<file path="src/rtl/instr_dec_pkg.sv">
package instr_dec_pkg;

    localparam int INSN_W  = 32;
    localparam int OP_W    = 6;
    localparam int RIDX_W  = 5;
    localparam int FUNCT_W = 6;
    localparam int IMM_W   = 16;
    localparam int TGT_W   = 26;

    typedef enum logic [3:0] {
        ALU_ADD = 4'd0, ALU_SUB, ALU_AND, ALU_OR, ALU_NOR,
        ALU_SLT, ALU_SLL, ALU_SRL, ALU_LUI
    } alu_op_e;

    typedef enum logic [1:0] { SZ_BYTE = 2'd0, SZ_HALF, SZ_WORD } mem_size_e;
    typedef enum logic [1:0] { BR_NONE = 2'd0, BR_EQ, BR_NE } branch_e;
    typedef enum logic [1:0] { JMP_NONE = 2'd0, JMP_DIRECT, JMP_REG } jump_e;
    typedef enum logic [1:0] { DST_RT = 2'd0, DST_RD, DST_LINK } dest_sel_e;
    typedef enum logic [1:0] { EXT_SIGN = 2'd0, EXT_ZERO, EXT_UPPER } ext_e;

    typedef struct packed {
        logic      reg_wr;
        dest_sel_e dest_sel;
        logic      alu_src_imm;
        alu_op_e   alu_op;
        logic      mem_rd;
        logic      mem_wr;
        mem_size_e mem_size;
        branch_e   branch;
        jump_e     jump;
        logic      link;
        ext_e      ext;
    } ctrl_t;

    localparam logic [OP_W-1:0] OP_RFMT = 6'd0;
    localparam logic [OP_W-1:0] OP_J    = 6'd2;
    localparam logic [OP_W-1:0] OP_JAL  = 6'd3;
    localparam logic [OP_W-1:0] OP_BEQ  = 6'd4;
    localparam logic [OP_W-1:0] OP_BNE  = 6'd5;
    localparam logic [OP_W-1:0] OP_ADDI = 6'd8;
    localparam logic [OP_W-1:0] OP_SLTI = 6'd10;
    localparam logic [OP_W-1:0] OP_ANDI = 6'd12;
    localparam logic [OP_W-1:0] OP_ORI  = 6'd13;
    localparam logic [OP_W-1:0] OP_LUI  = 6'd15;
    localparam logic [OP_W-1:0] OP_LB   = 6'd32;
    localparam logic [OP_W-1:0] OP_LH   = 6'd33;
    localparam logic [OP_W-1:0] OP_LW   = 6'd35;
    localparam logic [OP_W-1:0] OP_SB   = 6'd40;
    localparam logic [OP_W-1:0] OP_SH   = 6'd41;
    localparam logic [OP_W-1:0] OP_SW   = 6'd43;

    localparam logic [FUNCT_W-1:0] FN_SLL = 6'd0;
    localparam logic [FUNCT_W-1:0] FN_SRL = 6'd2;
    localparam logic [FUNCT_W-1:0] FN_JR  = 6'd8;
    localparam logic [FUNCT_W-1:0] FN_ADD = 6'd32;
    localparam logic [FUNCT_W-1:0] FN_SUB = 6'd34;
    localparam logic [FUNCT_W-1:0] FN_AND = 6'd36;
    localparam logic [FUNCT_W-1:0] FN_OR  = 6'd37;
    localparam logic [FUNCT_W-1:0] FN_NOR = 6'd39;
    localparam logic [FUNCT_W-1:0] FN_SLT = 6'd42;

    function automatic ctrl_t idle_ctrl();
        ctrl_t c;
        c.reg_wr      = 1'b0;
        c.dest_sel    = DST_RT;
        c.alu_src_imm = 1'b0;
        c.alu_op      = ALU_ADD;
        c.mem_rd      = 1'b0;
        c.mem_wr      = 1'b0;
        c.mem_size    = SZ_WORD;
        c.branch      = BR_NONE;
        c.jump        = JMP_NONE;
        c.link        = 1'b0;
        c.ext         = EXT_SIGN;
        return c;
    endfunction

endpackage

</file>
<file path="src/rtl/instr_field_split.sv">
module instr_field_split
    import instr_dec_pkg::*;
(
    input  logic [INSN_W-1:0]  instr,
    output logic [OP_W-1:0]    op,
    output logic [RIDX_W-1:0]  rs,
    output logic [RIDX_W-1:0]  rt,
    output logic [RIDX_W-1:0]  rd,
    output logic [RIDX_W-1:0]  sh,
    output logic [FUNCT_W-1:0] funct,
    output logic [IMM_W-1:0]   imm,
    output logic [TGT_W-1:0]   target
);
    localparam int OP_LSB = INSN_W - OP_W;
    localparam int RS_LSB = OP_LSB - RIDX_W;
    localparam int RT_LSB = RS_LSB - RIDX_W;
    localparam int RD_LSB = RT_LSB - RIDX_W;
    localparam int SH_LSB = RD_LSB - RIDX_W;

    assign op     = instr[OP_LSB +: OP_W];
    assign rs     = instr[RS_LSB +: RIDX_W];
    assign rt     = instr[RT_LSB +: RIDX_W];
    assign rd     = instr[RD_LSB +: RIDX_W];
    assign sh     = instr[SH_LSB +: RIDX_W];
    assign funct  = instr[0 +: FUNCT_W];
    assign imm    = instr[0 +: IMM_W];
    assign target = instr[0 +: TGT_W];
endmodule

</file>
<file path="src/rtl/rfmt_decoder.sv">
module rfmt_decoder
    import instr_dec_pkg::*;
(
    input  logic [FUNCT_W-1:0] funct,
    output ctrl_t              ctrl,
    output logic               legal
);
    always_comb begin
        ctrl          = idle_ctrl();
        ctrl.reg_wr   = 1'b1;
        ctrl.dest_sel = DST_RD;
        legal         = 1'b1;
        unique case (funct)
            FN_ADD:  ctrl.alu_op = ALU_ADD;
            FN_SUB:  ctrl.alu_op = ALU_SUB;
            FN_AND:  ctrl.alu_op = ALU_AND;
            FN_OR:   ctrl.alu_op = ALU_OR;
            FN_NOR:  ctrl.alu_op = ALU_NOR;
            FN_SLT:  ctrl.alu_op = ALU_SLT;
            FN_SLL:  ctrl.alu_op = ALU_SLL;
            FN_SRL:  ctrl.alu_op = ALU_SRL;
            FN_JR: begin
                ctrl.reg_wr = 1'b0;
                ctrl.jump   = JMP_REG;
            end
            default: begin
                ctrl  = idle_ctrl();
                legal = 1'b0;
            end
        endcase
    end
endmodule

</file>
<file path="src/rtl/opcode_decoder.sv">
module opcode_decoder
    import instr_dec_pkg::*;
(
    input  logic [OP_W-1:0] op,
    input  ctrl_t           rfmt_ctrl,
    input  logic            rfmt_legal,
    output ctrl_t           ctrl,
    output logic            legal
);
    always_comb begin
        ctrl  = idle_ctrl();
        legal = 1'b1;
        unique case (op)
            OP_RFMT: begin
                ctrl  = rfmt_ctrl;
                legal = rfmt_legal;
            end
            OP_ADDI, OP_SLTI, OP_ANDI, OP_ORI, OP_LUI: begin
                ctrl.reg_wr      = 1'b1;
                ctrl.alu_src_imm = 1'b1;
                unique case (op)
                    OP_SLTI: ctrl.alu_op = ALU_SLT;
                    OP_ANDI: begin ctrl.alu_op = ALU_AND; ctrl.ext = EXT_ZERO;  end
                    OP_ORI:  begin ctrl.alu_op = ALU_OR;  ctrl.ext = EXT_ZERO;  end
                    OP_LUI:  begin ctrl.alu_op = ALU_LUI; ctrl.ext = EXT_UPPER; end
                    default: ctrl.alu_op = ALU_ADD;
                endcase
            end
            OP_LB, OP_LH, OP_LW: begin
                ctrl.reg_wr      = 1'b1;
                ctrl.alu_src_imm = 1'b1;
                ctrl.mem_rd      = 1'b1;
                ctrl.mem_size    = (op == OP_LB) ? SZ_BYTE :
                                   (op == OP_LH) ? SZ_HALF : SZ_WORD;
            end
            OP_SB, OP_SH, OP_SW: begin
                ctrl.alu_src_imm = 1'b1;
                ctrl.mem_wr      = 1'b1;
                ctrl.mem_size    = (op == OP_SB) ? SZ_BYTE :
                                   (op == OP_SH) ? SZ_HALF : SZ_WORD;
            end
            OP_BEQ, OP_BNE: begin
                ctrl.alu_op = ALU_SUB;
                ctrl.branch = (op == OP_BEQ) ? BR_EQ : BR_NE;
            end
            OP_J: ctrl.jump = JMP_DIRECT;
            OP_JAL: begin
                ctrl.jump     = JMP_DIRECT;
                ctrl.link     = 1'b1;
                ctrl.reg_wr   = 1'b1;
                ctrl.dest_sel = DST_LINK;
            end
            default: legal = 1'b0;
        endcase
    end
endmodule

</file>
<file path="src/rtl/imm_extender.sv">
module imm_extender
    import instr_dec_pkg::*;
#(
    parameter int DATA_W = 32
) (
    input  logic [IMM_W-1:0]  imm,
    input  ext_e              mode,
    output logic [DATA_W-1:0] imm_ext
);
    localparam int FILL_W = DATA_W - IMM_W;

    always_comb begin
        unique case (mode)
            EXT_ZERO:  imm_ext = {{FILL_W{1'b0}}, imm};
            EXT_UPPER: imm_ext = {imm, {FILL_W{1'b0}}};
            default:   imm_ext = {{FILL_W{imm[IMM_W-1]}}, imm};
        endcase
    end
endmodule

</file>
<file path="src/rtl/instr_decoder.sv">
module instr_decoder
    import instr_dec_pkg::*;
#(
    parameter int DATA_W   = 32,
    parameter int LINK_IDX = 31
) (
    input  logic [31:0] instr,
    output logic [4:0]  src_a_idx,
    output logic [4:0]  src_b_idx,
    output logic [4:0]  dest_idx,
    output logic [4:0]  shamt,
    output logic [31:0] imm_ext,
    output logic [25:0] jump_target,
    output logic        illegal,
    output logic        reg_wr_en,
    output logic [1:0]  dest_sel,
    output logic        alu_src_imm,
    output logic [3:0]  alu_op,
    output logic        mem_rd,
    output logic        mem_wr,
    output logic [1:0]  mem_size,
    output logic [1:0]  branch_kind,
    output logic [1:0]  jump_kind,
    output logic        link
);
    logic [OP_W-1:0]    f_op;
    logic [RIDX_W-1:0]  f_rs, f_rt, f_rd, f_sh;
    logic [FUNCT_W-1:0] f_funct;
    logic [IMM_W-1:0]   f_imm;
    logic [TGT_W-1:0]   f_tgt;
    ctrl_t              rfmt_ctrl, ctrl;
    logic               rfmt_legal, op_legal;

    instr_field_split i_split (
        .instr (instr), .op (f_op), .rs (f_rs), .rt (f_rt), .rd (f_rd),
        .sh (f_sh), .funct (f_funct), .imm (f_imm), .target (f_tgt)
    );

    rfmt_decoder i_rfmt (
        .funct (f_funct), .ctrl (rfmt_ctrl), .legal (rfmt_legal)
    );

    opcode_decoder i_opdec (
        .op (f_op), .rfmt_ctrl (rfmt_ctrl), .rfmt_legal (rfmt_legal),
        .ctrl (ctrl), .legal (op_legal)
    );

    imm_extender #(.DATA_W (DATA_W)) i_ext (
        .imm (f_imm), .mode (ctrl.ext), .imm_ext (imm_ext)
    );

    always_comb begin
        unique case (ctrl.dest_sel)
            DST_RD:   dest_idx = f_rd;
            DST_LINK: dest_idx = RIDX_W'(LINK_IDX);
            default:  dest_idx = f_rt;
        endcase
    end

    assign src_a_idx   = f_rs;
    assign src_b_idx   = f_rt;
    assign shamt       = f_sh;
    assign jump_target = f_tgt;
    assign illegal     = ~op_legal;
    assign reg_wr_en   = ctrl.reg_wr && (dest_idx != '0);
    assign dest_sel    = ctrl.dest_sel;
    assign alu_src_imm = ctrl.alu_src_imm;
    assign alu_op      = ctrl.alu_op;
    assign mem_rd      = ctrl.mem_rd;
    assign mem_wr      = ctrl.mem_wr;
    assign mem_size    = ctrl.mem_size;
    assign branch_kind = ctrl.branch;
    assign jump_kind   = ctrl.jump;
    assign link        = ctrl.link;
endmodule

</file>
<file path="config.mk">
export PLATFORM = sky130hd
export DESIGN_NAME = instr_decoder
export DESIGN_NICKNAME = d
export VERILOG_FILES = /design/src/rtl/instr_dec_pkg.sv /design/src/rtl/instr_field_split.sv /design/src/rtl/rfmt_decoder.sv /design/src/rtl/opcode_decoder.sv /design/src/rtl/imm_extender.sv /design/src/rtl/instr_decoder.sv
export SDC_FILE = /design/constraint.sdc
export NUM_CORES = 1
export LEC_CHECK = 0
export BUFFER_PORTS_ARGS = -buffer_cell sky130_fd_sc_hd__buf_2
export CORE_ASPECT_RATIO = 1.25
export CORE_UTILIZATION = 37
export DETAILED_ROUTE_END_ITERATION = 16
export PLACE_DENSITY = 0.85
export SLEW_MARGIN = 20
export SYNTH_ARGS = -nofsm -noshare
export SYNTH_HDL_FRONTEND = slang
export SYNTH_SLANG_ARGS = --single-unit
</file>
<file path="constraint.sdc">
create_clock -name vclk -period 2.95
set_input_delay 0.1475 -clock vclk [all_inputs]
set_output_delay 0.1475 -clock vclk [all_outputs]
set_load 0.05 [all_outputs]
</file>
==> metrics.md <==
| Metric | Value |
|---|---|
| Status | completed |
| Multi-input gate area | 827 µm² |
| Fraction of layout cells with a size suffix above 1 | 56.2% |
| Hpwl dp | 2970 µm |
| Final setup violation count | 0 |
| Syn Std Cell Area | 1190 µm² |
| Initial antenna violation count | 0 |
| Area of the core | 3000 µm² |
| Max_cap viols | 0 |
| Syn nets | 221 |
| Yosys cell types | 42 |
| Die height | 65.5 µm |
| Post-CTS Setup Bufs | 0 |
| Total grt overflow | 0 |
| Critical path buffers and inverters | 2 |
| Top-area cell type share of the netlist area | 27.0% |
| Final routed DRC violation total | 0 |
| Syn. warnings | 0 |
| Routability cong. | 0.920 |
| Initial DRC count | 33 |
| Sequential share of the synthesized area | 0% |
| Worst Setup End Kind | output pin |
| Vias in the first global route | 1194 |
| Final hold violations | 0 |
| Startpoint types | primary input |
| Die area | 3460 µm² |
| Seq cells | 0 |
| Final period util | 92.5% |
| Total global routing track utilization | 18.7% |
| Arrival time worst endpoint | 2580 ps |
| Largest net degree at the start of global routing | 17 |
| CLK BUF | 0 |
| Maximum vdd drop | 0.170 mV |
| Largest fanout on the critical path | 10 |
| Hold_buf cts | 0 |
| CP max-delay cell | or4_1 |
| Hold worst-path end | jump_target[22] |
| Hold Crit Depth | 0 |
| FMAX | 367 MHz |
| Top Family by Delay on Critical Path | simple AND/OR/NAND/NOR gates |
| Routed len/inst | 12.6 µm |
| Crit-path cells | buf_2 > mux2_2 > o22a_1 > o21ai_0 > nand2_1 > ha_4 > nand2_1 > o21ai_2 > or4_1 > o22a_1 > buf_2 |
| Critical path class | in -> out |
| P_leak | 0.894 nW |
| Hold Startpoint | instr[22] |
| Vias per inst | 5.09 |
| Dominant cell type by area after synthesis | buf_4 |
| CP required | 2800 ps |
| IO buf count | 113 |
| First-pass GRT wire length | 5200 µm |
| Syn avg cell area | 6.45 µm² |
| Initial Util | 39.8% |
| Worst-margin pin slew | 958 ps |
| Via count | 1461 |
| Mapped Cells | 185 |
| Layout Nets | 289 |
| Pwr Total | 0.397 mW |
| Final Cell Area | 1540 µm² |
| Initial DRT Pass Iterations | 4 |
| Post-route minimum period | 2730 ps |
| Setup_tns | 0 ps |
| Antenna diodes | 0 |
| Slew Limit Fails | 0 |
| Synth top area cells | buf_4 (27%), a21o_1 (9.4%), nor2b_1 (9.4%) |
| Number of cell rows | 22 |
| Drt total wl | 3620 µm |
| Final design utilization | 51.2% |
| Post-DRT Antenna Nets | 0 |
| Worst hold-check path type | in -> out |
| FF+latch area | 0 µm² |
| Pwr dens | 259 nW/µm² |
| Fill count | 334 |
| Post-CTS sizing | 0 |
| I/O pins | 128 |
| Slew margin rel. | 35.9% |
| RSZ-0062 raised after global routing | no |
| DP Area | 1510 µm² |
| CP peak stage delay | 510 ps |
| Die span in x | 52.8 µm |
| P&R area growth vs syn | 28.6% |
-- area by class of cell --
cell class	instances	share of cell area, %
multi-input combinational	121	53.9
timing repair buffer	122	41.2
tap	36	2.93
inverter	8	1.96
-- logic make-up (layout without fill, tap and decap cells) --
| kind of cell | count (synthesis) | in the layout | share of synthesized area (%) |
|---|---|---|---|
| compound gates | 48 | 48 | 28.1 |
| fa+ha+maj | 4 | 4 | 4.19 |
| buf+inv | 64 | 130 | 34.3 |
| mux | 1 | 1 | 0.943 |
| simple gates | 68 | 68 | 32.5 |
-- layer usage --
metal  track usage (%)  wire (µm)  vias to the layer above
met1              22.5       1450                      647
li1                  -          -                      732
met3             0.463        280                        5
met2              37.2       1890                       77
met4             0.329          8                        0
met5                 0          0                        -
-- where the power goes --
part           leakage, nW  internal [mW]  switching, mW  total [mW]
combinational        0.894         0.0945          0.303       0.397
clock                    0              0              0           0
sequential               0              0              0           0
-- metrics by stage --
stage,cells,worst slack (ps),hold WS (ps)
global route,287,40.9,295
detailed placement,287,25.0,296
global placement,287,31.6,296
floorplan,185,-415,462
finish,287,222,295
CTS,287,16.0,296
-- cell usage after synthesis (all sizes together) --
cell type,count
nor2,11
nor2b,18
nor3,7
nand3b,1
or4,3
o31a,1
or4b,1
nand4,1
mux2,1
clkbuf,12
a31oi,2
nand2,11
or3b,1
o21a,1
or2,3
a21boi,1
nor4,3
nand4b,1
o21ai,7
o31ai,2
ha,4
and4,1
and3b,1
o32a,1
a2111oi,1
nand2b,1
a32oi,1
a21oi,9
and2,2
o22a,2
inv,8
o211ai,1
o22ai,2
a21o,16
or3,2
buf,44
a221oi,1
-- worst max path at each step --
| stage | start | end | slack (ps) | depth (start not counted) |
|---|---|---|---|---|
| 6_report | instr[5] | reg_wr_en | 220 | 11 |
| 5_1_grt | instr[31] | imm_ext[5] | 40 | 9 |
| 4_1_cts | instr[29] | reg_wr_en | 20 | 10 |
| 3_5_place_dp | instr[29] | reg_wr_en | 30 | 10 |
| 3_3_place_gp | instr[29] | reg_wr_en | 30 | 10 |
| 2_1_floorplan | instr[28] | reg_wr_en | -410 | 10 |
-- layout by cell type, fill, tap and decap left out, types with 2 or more instances in the layout --
master     n
a21oi_1    8
nor3_1     7
ha_1       3
buf_4      9
o22a_1     2
or4_4      2
o21ai_0    2
or3_1      2
inv_1      8
a21o_1    15
o21ai_2    5
and2_1     2
nor2_1    11
o22ai_1    2
a31oi_1    2
nor4_1     2
or2_2      3
buf_2    113
nor2b_1   18
nand2_1   11
Note: power is estimated with default switching activity, not from simulation.
